--- src/rtl/de_timing_pkg.sv ---
package de_timing_pkg;

  // Strobes handed from the control to the counter datapath each cycle.
  typedef struct packed {
    logic active;    // enable sampled high this edge
    logic rise;      // first active sample after an idle one
    logic fall;      // first idle sample after an active one
    logic overflow;  // active sample past the last column
    logic newFrame;  // rise that follows a qualifying idle gap
    logic synced;    // a qualifying gap has already been seen
  } timingStrobes_t;

endpackage

--- src/rtl/de_timing_ctrl.sv ---
module de_timing_ctrl
  import de_timing_pkg::*;
#(
  parameter int IDLE_LIMIT = 3000,
  parameter int IDLE_W     = $clog2(IDLE_LIMIT + 2)
) (
  input  logic           clk,
  input  logic           rst,
  input  logic           de,
  input  logic           colAtEnd,
  output timingStrobes_t strb
);

  localparam logic [IDLE_W-1:0] IDLE_TOP   = IDLE_W'(IDLE_LIMIT + 1);
  localparam logic [IDLE_W-1:0] IDLE_THRESH = IDLE_W'(IDLE_LIMIT);

  logic              deQ;
  logic [IDLE_W-1:0] idleCnt;
  logic              syncedQ;
  logic              longGap;

  // Previous enable sample, used to find edges.
  always_ff @(posedge clk) begin
    if (rst) deQ <= 1'b0;
    else     deQ <= de;
  end

  // Idle counter: cleared while active, saturates one above the threshold.
  always_ff @(posedge clk) begin
    if (rst)                  idleCnt <= '0;
    else if (de)              idleCnt <= '0;
    else if (idleCnt != IDLE_TOP) idleCnt <= idleCnt + 1'b1;
  end

  assign longGap = (idleCnt > IDLE_THRESH);

  // Sticky frame lock, set by the first qualifying gap.
  always_ff @(posedge clk) begin
    if (rst)                 syncedQ <= 1'b0;
    else if (de && !deQ && longGap) syncedQ <= 1'b1;
  end

  always_comb begin
    strb.active   = de;
    strb.rise     = de & ~deQ;
    strb.fall     = ~de & deQ;
    strb.overflow = de & deQ & colAtEnd;
    strb.newFrame = de & ~deQ & longGap;
    strb.synced   = syncedQ;
  end

endmodule

--- src/rtl/de_timing_counters.sv ---
module de_timing_counters
  import de_timing_pkg::*;
#(
  parameter int COLS  = 1024,
  parameter int ROWS  = 768,
  parameter int COL_W = $clog2(COLS),
  parameter int ROW_W = $clog2(ROWS)
) (
  input  logic             clk,
  input  logic             rst,
  input  timingStrobes_t   strb,
  output logic             colAtEnd,
  output logic             pixValid,
  output logic [COL_W-1:0] colIdx,
  output logic [ROW_W-1:0] rowIdx,
  output logic             rowAdv,
  output logic             latchLoad,
  output logic             frameStart
);

  localparam logic [COL_W-1:0] COL_LAST = COL_W'(COLS - 1);
  localparam logic [ROW_W-1:0] ROW_LAST = ROW_W'(ROWS - 1);

  logic [ROW_W-1:0] nextRow;
  logic             advance;

  assign colAtEnd = (colIdx == COL_LAST);
  assign nextRow  = (rowIdx == ROW_LAST) ? '0 : rowIdx + 1'b1;
  assign advance  = (strb.fall | strb.overflow) & strb.synced;

  // Column position, restarted on a new row or a forced advance.
  always_ff @(posedge clk) begin
    if (rst) begin
      pixValid <= 1'b0;
      colIdx   <= '0;
    end else begin
      pixValid <= strb.active;
      if (!strb.active)                     colIdx <= '0;
      else if (strb.rise || strb.overflow)  colIdx <= '0;
      else                                  colIdx <= colIdx + 1'b1;
    end
  end

  // Row position and the one-cycle strobes.
  always_ff @(posedge clk) begin
    if (rst) begin
      rowIdx     <= '0;
      rowAdv     <= 1'b0;
      latchLoad  <= 1'b0;
      frameStart <= 1'b0;
    end else begin
      rowAdv     <= 1'b0;
      latchLoad  <= 1'b0;
      frameStart <= 1'b0;
      if (strb.newFrame) begin
        rowIdx     <= '0;
        frameStart <= 1'b1;
      end else if (advance) begin
        rowIdx    <= nextRow;
        rowAdv    <= 1'b1;
        latchLoad <= strb.fall;
      end
    end
  end

endmodule

--- src/rtl/panel_de_timing.sv ---
module panel_de_timing
  import de_timing_pkg::*;
#(
  parameter int COLS       = 1024,
  parameter int ROWS       = 768,
  parameter int IDLE_LIMIT = 3000
) (
  input  logic                     clk,
  input  logic                     rst,
  input  logic                     de,
  input  logic                     hsyncIn,
  input  logic                     vsyncIn,
  output logic                     pixValid,
  output logic [$clog2(COLS)-1:0]  colIdx,
  output logic [$clog2(ROWS)-1:0]  rowIdx,
  output logic                     rowAdv,
  output logic                     latchLoad,
  output logic                     frameStart,
  output logic                     synced
);

  localparam int COL_W  = $clog2(COLS);
  localparam int ROW_W  = $clog2(ROWS);
  localparam int IDLE_W = $clog2(IDLE_LIMIT + 2);

  timingStrobes_t strb;
  logic           colAtEnd;
  logic           syncUnused;

  // Sync inputs are accepted for pin compatibility and then discarded.
  assign syncUnused = hsyncIn ^ vsyncIn;

  de_timing_ctrl #(
    .IDLE_LIMIT(IDLE_LIMIT),
    .IDLE_W    (IDLE_W)
  ) u_ctrl (
    .clk     (clk),
    .rst     (rst),
    .de      (de),
    .colAtEnd(colAtEnd),
    .strb    (strb)
  );

  de_timing_counters #(
    .COLS (COLS),
    .ROWS (ROWS),
    .COL_W(COL_W),
    .ROW_W(ROW_W)
  ) u_cnt (
    .clk       (clk),
    .rst       (rst),
    .strb      (strb),
    .colAtEnd  (colAtEnd),
    .pixValid  (pixValid),
    .colIdx    (colIdx),
    .rowIdx    (rowIdx),
    .rowAdv    (rowAdv),
    .latchLoad (latchLoad),
    .frameStart(frameStart)
  );

  assign synced = strb.synced;

endmodule

--- config.mk ---
export PLATFORM = sky130hd
export DESIGN_NAME = panel_de_timing
export DESIGN_NICKNAME = d
export VERILOG_FILES = /design/src/rtl/de_timing_pkg.sv /design/src/rtl/de_timing_ctrl.sv /design/src/rtl/de_timing_counters.sv /design/src/rtl/panel_de_timing.sv
export SDC_FILE = /design/constraint.sdc
export NUM_CORES = 1
export LEC_CHECK = 0
export ABC_AREA = 0
export BUFFER_PORTS_ARGS = -buffer_cell sky130_fd_sc_hd__buf_2
export CORE_MARGIN = 2
export CORE_UTILIZATION = 44
export CTS_BUF_LIST = sky130_fd_sc_hd__clkbuf_4 sky130_fd_sc_hd__clkbuf_8
export DETAILED_ROUTE_END_ITERATION = 12
export PLACE_DENSITY = 0.74
export SKIP_CTS_REPAIR_TIMING = 1
export SLEW_MARGIN = 30
export SYNTH_ARGS = -nofsm -noshare
export SYNTH_HDL_FRONTEND = slang
export SYNTH_SLANG_ARGS = --single-unit
--- constraint.sdc ---
create_clock -name clk -period 1.75 [get_ports clk]
set_input_delay 0.175 -clock clk [delete_from_list [all_inputs] [get_ports clk]]
set_output_delay 0.175 -clock clk [all_outputs]
set_load 0.02 [all_outputs]
==> results.toml, run 1 <==
[finish]
final_cell_mix = "35 x nor2_1, 35 x dfxtp_1, 27 x buf_2"
layout-drive-gt1-share = 0.287
layout.nets = 253
antennaDiodeCount = 0
areaGrowthSynthToFinish_pct = 27.8
design_area_um2 = 2190

[routing]
detail-route-antenna-nets = 0
drt-vias-per-instance = 5.16
vias = 1507
drtIter0Drc = 88
routed_wl_um = 3600
drc = 0
wire_per_inst_um = 12.3
dr.pass1.iters = 4

[sta]
fin_crit_sh = 0.945
rsz0062_at_grt = "false"
setup-violations-final = 0
final.setup.tns_ns = 0
slew_headroom = 0.755
worst_clock_skew_ns = 0.00624
fin_crit_ns = 1.65
worst-slew-pin-transition_ns = 0.364
timing.fmax_mhz = 605
hold_viol = 0
fin_ws_ns = 0.0967
drv_slew = 0

[floorplanning]
io_pins = 30
start_util = 0.464
core.rowCount = 22
dieWidth_um = 66.4
fp.dieH_um = 66.4
core_area_um2 = 3690
dieArea_um2 = 4400

[yosys]
synth-simple-area-share = 0.295
yosys_warnings = 0
synth_ff_type = "dfxtp_1"
synth-xor-area-share = 0.0972
synth_area_um2 = 1710
synth_compound_area_frac = 0.0994
syn_nets = 203
ys_ff_latch = 37
yosys.area.top_type_share = 0.433
yosysSeqAreaShare = 0.433
synth-edff-count = 0
synth_top_family_by_area = "simple AND/OR/NAND/NOR gates"
syn_avg_cell_area_um2 = 8.87
synth_area_leaders = "dfxtp_1 43%, nor2_1 7.7%, xor2_1 6.1%"
yosys-mux-area-fraction = 0.00585
syn_inst = 193
synth-async-reset-ratio = 0
yosysTopAreaCell = "dfxtp_1"
synth_cell_type_count = 35
synth-adder-area-share = 0.0365

[critical_path]
worstSetupStartpointType = "register"
end_kind = "register"
path_class = "reg2reg"
crit_path_max_fanout = 5
cp.required_ns = 1.93
worst_ep_arrival_time_ns = 1.83

[global_route]
grtUsageTotal = 0.170
gr-total-overflow = 0
met2_usage = 0.263
grt_max_degree = 14
grt.met1_usage = 0.208
antenna_found_initial = 0
grtUsageMet3 = 0.0426
top_usage_layer = "met2"
grt_pass1_vias = 1344
grt_pass1_wl_um = 5690

[pwr]
ir_drop_mv = 0.430
p_leak_nw = 0.883
p_per_area_nw_per_um2 = 707

[placed_design]
numPortBuffers = 27
post-place-ws_ns = 0.0531
placed_area_um2 = 2030
place_congestion = 0.785
dp_hpwl_um = 2420

[clock_tree]
cts_buffers = 5
clock_latency_ns = 0.29
htree_num_levels = 2
clock_sinks = 37
path_clk_slew_ns = 0.07
cts_root_buf = "clkbuf_8"
cts_buffer_depth = 2
cts_tree = "built"

[status]
status = "complete, no violations"

[min_path]
hp-class = "in2reg"

[job]
cap_violations = 0
==> power by group <==
part           internal (mW)  switching (mW)
Combinational         0.0152          0.0285
Clock                  0.356           0.298
Sequential             0.844         0.00487
==> cell families after synthesis <==
family / count (synthesis)
DFF: 37
and+or+nand+nor: 94
xor gates and xnor gates: 19
adders and majority gates: 5
buffers and inverters: 11
muxes: 1
AOI/OAI and AO/OA: 26
==> cell type report <==
cell class	instances	area [um^2]
Fill cell	336	1500
Multi-Input combinational cell	146	976
Sequential cell	37	746
Timing Repair Buffer	46	278
Clock buffer	7	96.3
Tap cell	48	60.1
Inverter	7	26.3
Clock inverter	1	5.00
==> through the flow <==
| step | hold WS [ns] | total power [mW] | cells | util |
|---|---|---|---|---|
| 6_report | 0.134 | 1.55 | 292 | 0.593 |
| 5_1_grt | 0.140 | 1.61 | 292 | 0.593 |
| 4_1_cts | 0.0825 | 1.57 | 290 | 0.577 |
| 3_5_place_dp | 0.402 | 0.908 | 282 | 0.550 |
| 3_3_place_gp | 0.388 | 0.907 | 282 | 0.550 |
| 2_1_floorplan | 0.244 | 0.896 | 193 | - |
==> critical path, cell delays in order, from the launching register on <==
cell     delay [ns]
dfxtp_1        0.42
buf_4          0.17
and4_1         0.21
o21ai_0        0.12
mux2i_2        0.29
a31o_2         0.29
a21oi_1        0.05
==> path summary, 6_finish.rpt <==
check	from	endpoint	slack [ns]	depth (start not counted)
setup / recovery	u_ctrl.idleCnt[6]$_SDFFE_PP0P_	u_cnt.rowIdx[7]$_SDFFE_PP0P_	0.1	6
hold / removal	rst	u_ctrl.syncedQ$_SDFFE_PP0P_	0.13	2
setup reg to reg	u_ctrl.idleCnt[6]$_SDFFE_PP0P_	u_cnt.rowIdx[7]$_SDFFE_PP0P_	0.1	6
hold reg to reg	u_ctrl.syncedQ$_SDFFE_PP0P_	u_ctrl.syncedQ$_SDFFE_PP0P_	0.49	2
==> flip-flops by register name, summed over array words and instances (netlist names) <==
signal and cells:
u_cnt.rowAdv 1, u_cnt.colIdx 10, u_ctrl.syncedQ 1, u_cnt.frameStart 1
u_cnt.pixValid 1, u_cnt.rowIdx 10, u_cnt.latchLoad 1, u_ctrl.idleCnt 12
==> per-layer routing <==
metal | up-vias | wire length [um]
met5 | - | 0
met4 | 0 | 114
met3 | 10 | 223
met2 | 40 | 1560
met1 | 689 | 1700
li1 | 768 | -
==> synth_stat cells, types with 5 or more instances <==
master   number
nand4_1       5
or3_1         5
a21oi_1      11
xnor2_1       7
nand3_1      18
o21ai_0       8
xor2_1       12
dfxtp_1      37
nand2_1      11
nor2_1       35
ha_1          5
inv_1         7
(Power assumes the default switching activity.)
==> inputs of run 2 (changes only) <==
Settings changed: SETUP_SLACK_MARGIN set to 0.5.
==> run 2 against run 1 <==
Setup slack better by 0.050 ns. Non-clock buffer count is 7 lower. Global-route usage is 1.0 points lower. Highest routed layer unchanged. Largest cell class unchanged.
==> results.toml, run 2 (synthesis gave the netlist of run 1 again) <==
[pwr]
ir_drop_mv = 0.365
p_leak_nw = 0.850
total_power_mw = 1.48
p_per_area_nw_per_um2 = 646

[floorplanning]
core.rowCount = 22
fp.dieH_um = 66.4
dieArea_um2 = 4400
dieWidth_um = 66.4
core_area_um2 = 3690
start_util = 0.464
io_pins = 30

[clock_tree]
path_clk_slew_ns = 0.07
cts_buffer_depth = 2
clock_latency_ns = 0.29
cts_tree = "built"
cts_buffers = 5
cts_root_buf = "clkbuf_8"
htree_num_levels = 2
clock_sinks = 37

[routing]
detail-route-antenna-nets = 0
dr.pass1.iters = 4
drtIter0Drc = 58
routed_wl_um = 3700
vias = 1501
drt-vias-per-instance = 5.29
wire_per_inst_um = 13.0
drc = 0

[global_route]
grt_max_degree = 14
antenna_found_initial = 0
grt_pass1_vias = 1240
grt_pass1_wl_um = 5390
grtUsageTotal = 0.160
gr-total-overflow = 0

[placed_design]
place_congestion = 0.798
numPortBuffers = 27
dp_hpwl_um = 2300
placed_cells = 266

[finish]
areaGrowthSynthToFinish_pct = 34.1
fill_cells = 325
antennaDiodeCount = 0
fin_cells = 284
mostFrequentLayoutCell = "nor2_1"
largest_reg_flops = 12
regMostFlops = "u_ctrl.idleCnt"
layout.nets = 246
final_cell_mix = "31 x nor2_1, 27 x buf_2, 15 x dfxtp_4, 15 x dfxtp_2, 14 x nand3_1"
reg_top3 = "u_ctrl.idleCnt x12, u_cnt.colIdx x10, u_cnt.rowIdx x10"
layout-drive-gt1-share = 0.441
post-route-util = 0.622

[critical_path]
reg2regPathDepth = 5
crit_path_max_fanout = 5
path_class = "reg2reg"
rr_startpoint = "u_cnt.pixValid$_SDFF_PP0_"
worst_ep_arrival_time_ns = 1.82
r2r_slack_ns = 0.15
r2r-end = "u_cnt.rowIdx[8]$_SDFFE_PP0P_"
end_kind = "register"
cp.required_ns = 1.97
worstSetupStartpointType = "register"

[sta]
worst_clock_skew_ns = 0.00223
setup-violations-final = 0
rsz0062_at_grt = "true"
fin_crit_sh = 0.916
worst-slew-pin-transition_ns = 0.400
final.setup.tns_ns = 0
fin_crit_ns = 1.60
hold_viol = 0
drv_slew = 0
fin_hold_ws_ns = 0.173
slew_headroom = 0.731
timing.fmax_mhz = 624

[min_path]
hold_depth = 2
min-delay-start = "rst"
min_to = "u_ctrl.syncedQ$_SDFFE_PP0P_"
hp-class = "in2reg"

[job]
cap_violations = 0

[status]
status = "complete, no violations"
run 2: worst max path at each step:
stage / to / slack (ns) / startpoint
after floorplan: u_cnt.rowIdx[8]$_SDFFE_PP0P_ / 0.21 / u_cnt.colIdx[1]$_SDFF_PP0_
after global placement: u_cnt.rowIdx[7]$_SDFFE_PP0P_ / 0.1 / u_cnt.colIdx[1]$_SDFF_PP0_
after detailed placement: u_cnt.rowIdx[7]$_SDFFE_PP0P_ / 0.05 / u_cnt.colIdx[0]$_SDFF_PP0_
after CTS: u_cnt.rowIdx[9]$_SDFFE_PP0P_ / 0.05 / u_cnt.colIdx[0]$_SDFF_PP0_
after global routing: u_cnt.rowIdx[8]$_SDFFE_PP0P_ / 0.08 / u_cnt.colIdx[1]$_SDFF_PP0_
final: u_cnt.rowIdx[8]$_SDFFE_PP0P_ / 0.15 / u_cnt.pixValid$_SDFF_PP0_
run 2: layout make-up:
cell class / count / area, um^2 / area share
sequential: 37 / 816 / 0.355
clock buffer: 7 / 90.1 / 0.0392
tap: 48 / 60.1 / 0.0262
multi-input combinational: 146 / 1070 / 0.468
inverter: 7 / 26.3 / 0.0114
timing repair buffer: 39 / 229 / 0.0997
run 2: report_power, final:
part           internal [mW]  total [mW]  switching [mW]  leakage, nW
logic                 0.0168      0.0477          0.0309        0.484
registers              0.826       0.833         0.00746        0.318
clock network          0.327       0.602           0.275       0.0477
run 2: layer usage:
layer,track usage,vias up,part of all wire
li1,-,759,-
met3,0.0528,7,0.049
met2,0.240,32,0.46
met4,0.0612,0,0.016
met1,0.211,703,0.48
met5,0,-,0
run 2: stage by stage:
stage	setup WS (ns)	area, um^2
3_5_place_dp	0.0543	1990
4_1_cts	0.0529	2080
2_1_floorplan	0.215	1810
3_3_place_gp	0.0981	1990
6_report	0.146	2300
5_1_grt	0.0755	2300
run 2: critical path: stages (launching register included):
cell and delay (ns):
dfxtp_4 0.37, nand4_1 0.19, o32ai_4 0.35, nand4_1 0.16, or3_1 0.33, a21oi_1 0.14
==> inputs of run 3 (changes only) <==
Settings changed: ABC_CLOCK_PERIOD_IN_PS set to 1750, BUFFER_PORTS_ARGS -buffer_cell sky130_fd_sc_hd__buf_2 to not set, DONT_BUFFER_PORTS set to 1, PLACE_DENSITY 0.74 to 0.67.
==> run 3 against run 2 <==
Clock skew up 0.0047 ns. Flip-flop and latch count unchanged. Utilization down 0.20 points. Via count up 0.53%. Global-route usage up 1.1 points. Setup slack worse by 0.039 ns. Worst hold slack worse by 0.14 ns. Non-clock buffer count down 13. Critical path type unchanged. Highest routed layer unchanged.
==> results.toml, run 3 (synthesis gave the netlist of run 1 again) <==
[routing]
routed_wl_um = 4070
drc = 0
drt-vias-per-instance = 5.55
wl_met1_um = 1660
dr.pass1.iters = 4
detail-route-antenna-nets = 0
vias = 1509
drtIter0Drc = 77
highest_layer = "met4"
wire_per_inst_um = 15.0
wl_met3_um = 267
wl_met2_um = 2080

[critical_path]
rr_startpoint = "u_cnt.colIdx[1]$_SDFF_PP0_"
path_class = "reg2reg"
end_kind = "register"
r2r-end = "u_cnt.rowIdx[8]$_SDFFE_PP0P_"
critPathLaunch = "u_cnt.colIdx[1]$_SDFF_PP0_"
r2r_slack_ns = 0.11
crit_path_max_fanout = 3
reg2regPathDepth = 6
cp.required_ns = 1.97
worst_ep_arrival_time_ns = 1.86
worstSetupStartpointType = "register"

[status]
status = "complete, no violations"

[finish]
largest_reg_flops = 12
antennaDiodeCount = 0
final_cell_mix = "28 x nor2_1, 23 x buf_4, 16 x dfxtp_2"
layout-drive-gt1-share = 0.429
fin_cells = 272
layout.nets = 233
areaGrowthSynthToFinish_pct = 33.7
design_area_um2 = 2290
regMostFlops = "u_ctrl.idleCnt"
reg_top3 = "u_ctrl.idleCnt x12, u_cnt.colIdx x10, u_cnt.rowIdx x10"
mostFrequentLayoutCell = "nor2_1"

[clock_tree]
path_clk_slew_ns = 0.07
cts_root_buf = "clkbuf_8"
cts_buffers = 5
cts_tree = "built"
htree_num_levels = 2
cts_buffer_depth = 2
clock_latency_ns = 0.29
clock_sinks = 37

[floorplanning]
dieWidth_um = 66.4
start_util = 0.464
io_pins = 30
core.rowCount = 22
fp.dieH_um = 66.4
core_area_um2 = 3690
dieArea_um2 = 4400

[min_path]
hp-class = "in2reg"
min_to = "u_cnt.frameStart$_SDFF_PP0_"
min-delay-start = "de"
hold_depth = 2

[global_route]
grt_max_degree = 14
grtUsageTotal = 0.171
antenna_found_initial = 0
grt_pass1_wl_um = 5770
gr-total-overflow = 0
grt_pass1_vias = 1384

[sta]
fin_crit_sh = 0.939
worst_clock_skew_ns = 0.00693
setup-violations-final = 0
final.setup.tns_ns = 0
timing.fmax_mhz = 609
slew_headroom = 0.776
drv_slew = 0
rsz0062_at_grt = "true"
worst-slew-pin-transition_ns = 0.332
fin_crit_ns = 1.64
hold_viol = 0

[placed_design]
place_congestion = 0.795
placed_area_um2 = 1950
numPortBuffers = 0
dp_hpwl_um = 2660
placed_cells = 251

[pwr]
p_leak_nw = 0.787
total_power_mw = 1.47
ir_drop_mv = 0.460
p_per_area_nw_per_um2 = 643

[job]
cap_violations = 0
-- run 3: per-layer routing --
metal	vias to the layer above	track usage
li1	735	-
met4	0	0.0689
met2	43	0.294
met1	723	0.195
met5	-	0
met3	8	0.0545
-- run 3: area by class of cell --
cell class / instances / area, um^2
Clock buffer: 6 / 76.3
Clock inverter: 2 / 10.0
Fill cell: 313 / 1400
Inverter: 7 / 26.3
Multi-Input combinational cell: 146 / 1100
Sequential cell: 37 / 813
Tap cell: 48 / 60.1
Timing Repair Buffer: 26 / 205
-- run 3: how the worst max path moves through the flow --
stage                                               to  slack [ns]  cells past startpoint
after CTS                 u_cnt.rowIdx[9]$_SDFFE_PP0P_        0.02                      5
after floorplan           u_cnt.rowIdx[8]$_SDFFE_PP0P_        0.21                      6
after global placement    u_cnt.rowIdx[9]$_SDFFE_PP0P_        0.12                      5
after global routing      u_cnt.rowIdx[9]$_SDFFE_PP0P_        0.03                      4
after detailed placement  u_cnt.rowIdx[9]$_SDFFE_PP0P_        0.04                      5
final                     u_cnt.rowIdx[8]$_SDFFE_PP0P_        0.11                      6
-- run 3: per-stage QoR --
stage	util	hold WS (ns)	setup slack (ns)
6_report	0.620	0.0322	0.107
3_3_place_gp	0.528	0.238	0.116
4_1_cts	0.552	-0.0634	0.0175
5_1_grt	0.620	0.0274	0.0335
3_5_place_dp	0.528	0.243	0.0351
2_1_floorplan	-	0.237	0.215
-- run 3: worst max-delay path, cell delays in order (launching register included) --
cell     delay [ns]
dfxtp_4        0.36
ha_4           0.15
nand4_4        0.10
o32ai_4        0.33
nand4_1        0.16
or3_1          0.33
a21oi_1        0.15
-- run 3: power by group --
group	switching, mW	leakage (nW)	internal (mW)
clock network	0.302	0.0484	0.291
registers	0.00521	0.318	0.826
logic	0.0282	0.421	0.0180
total	0.335	0.787	1.14
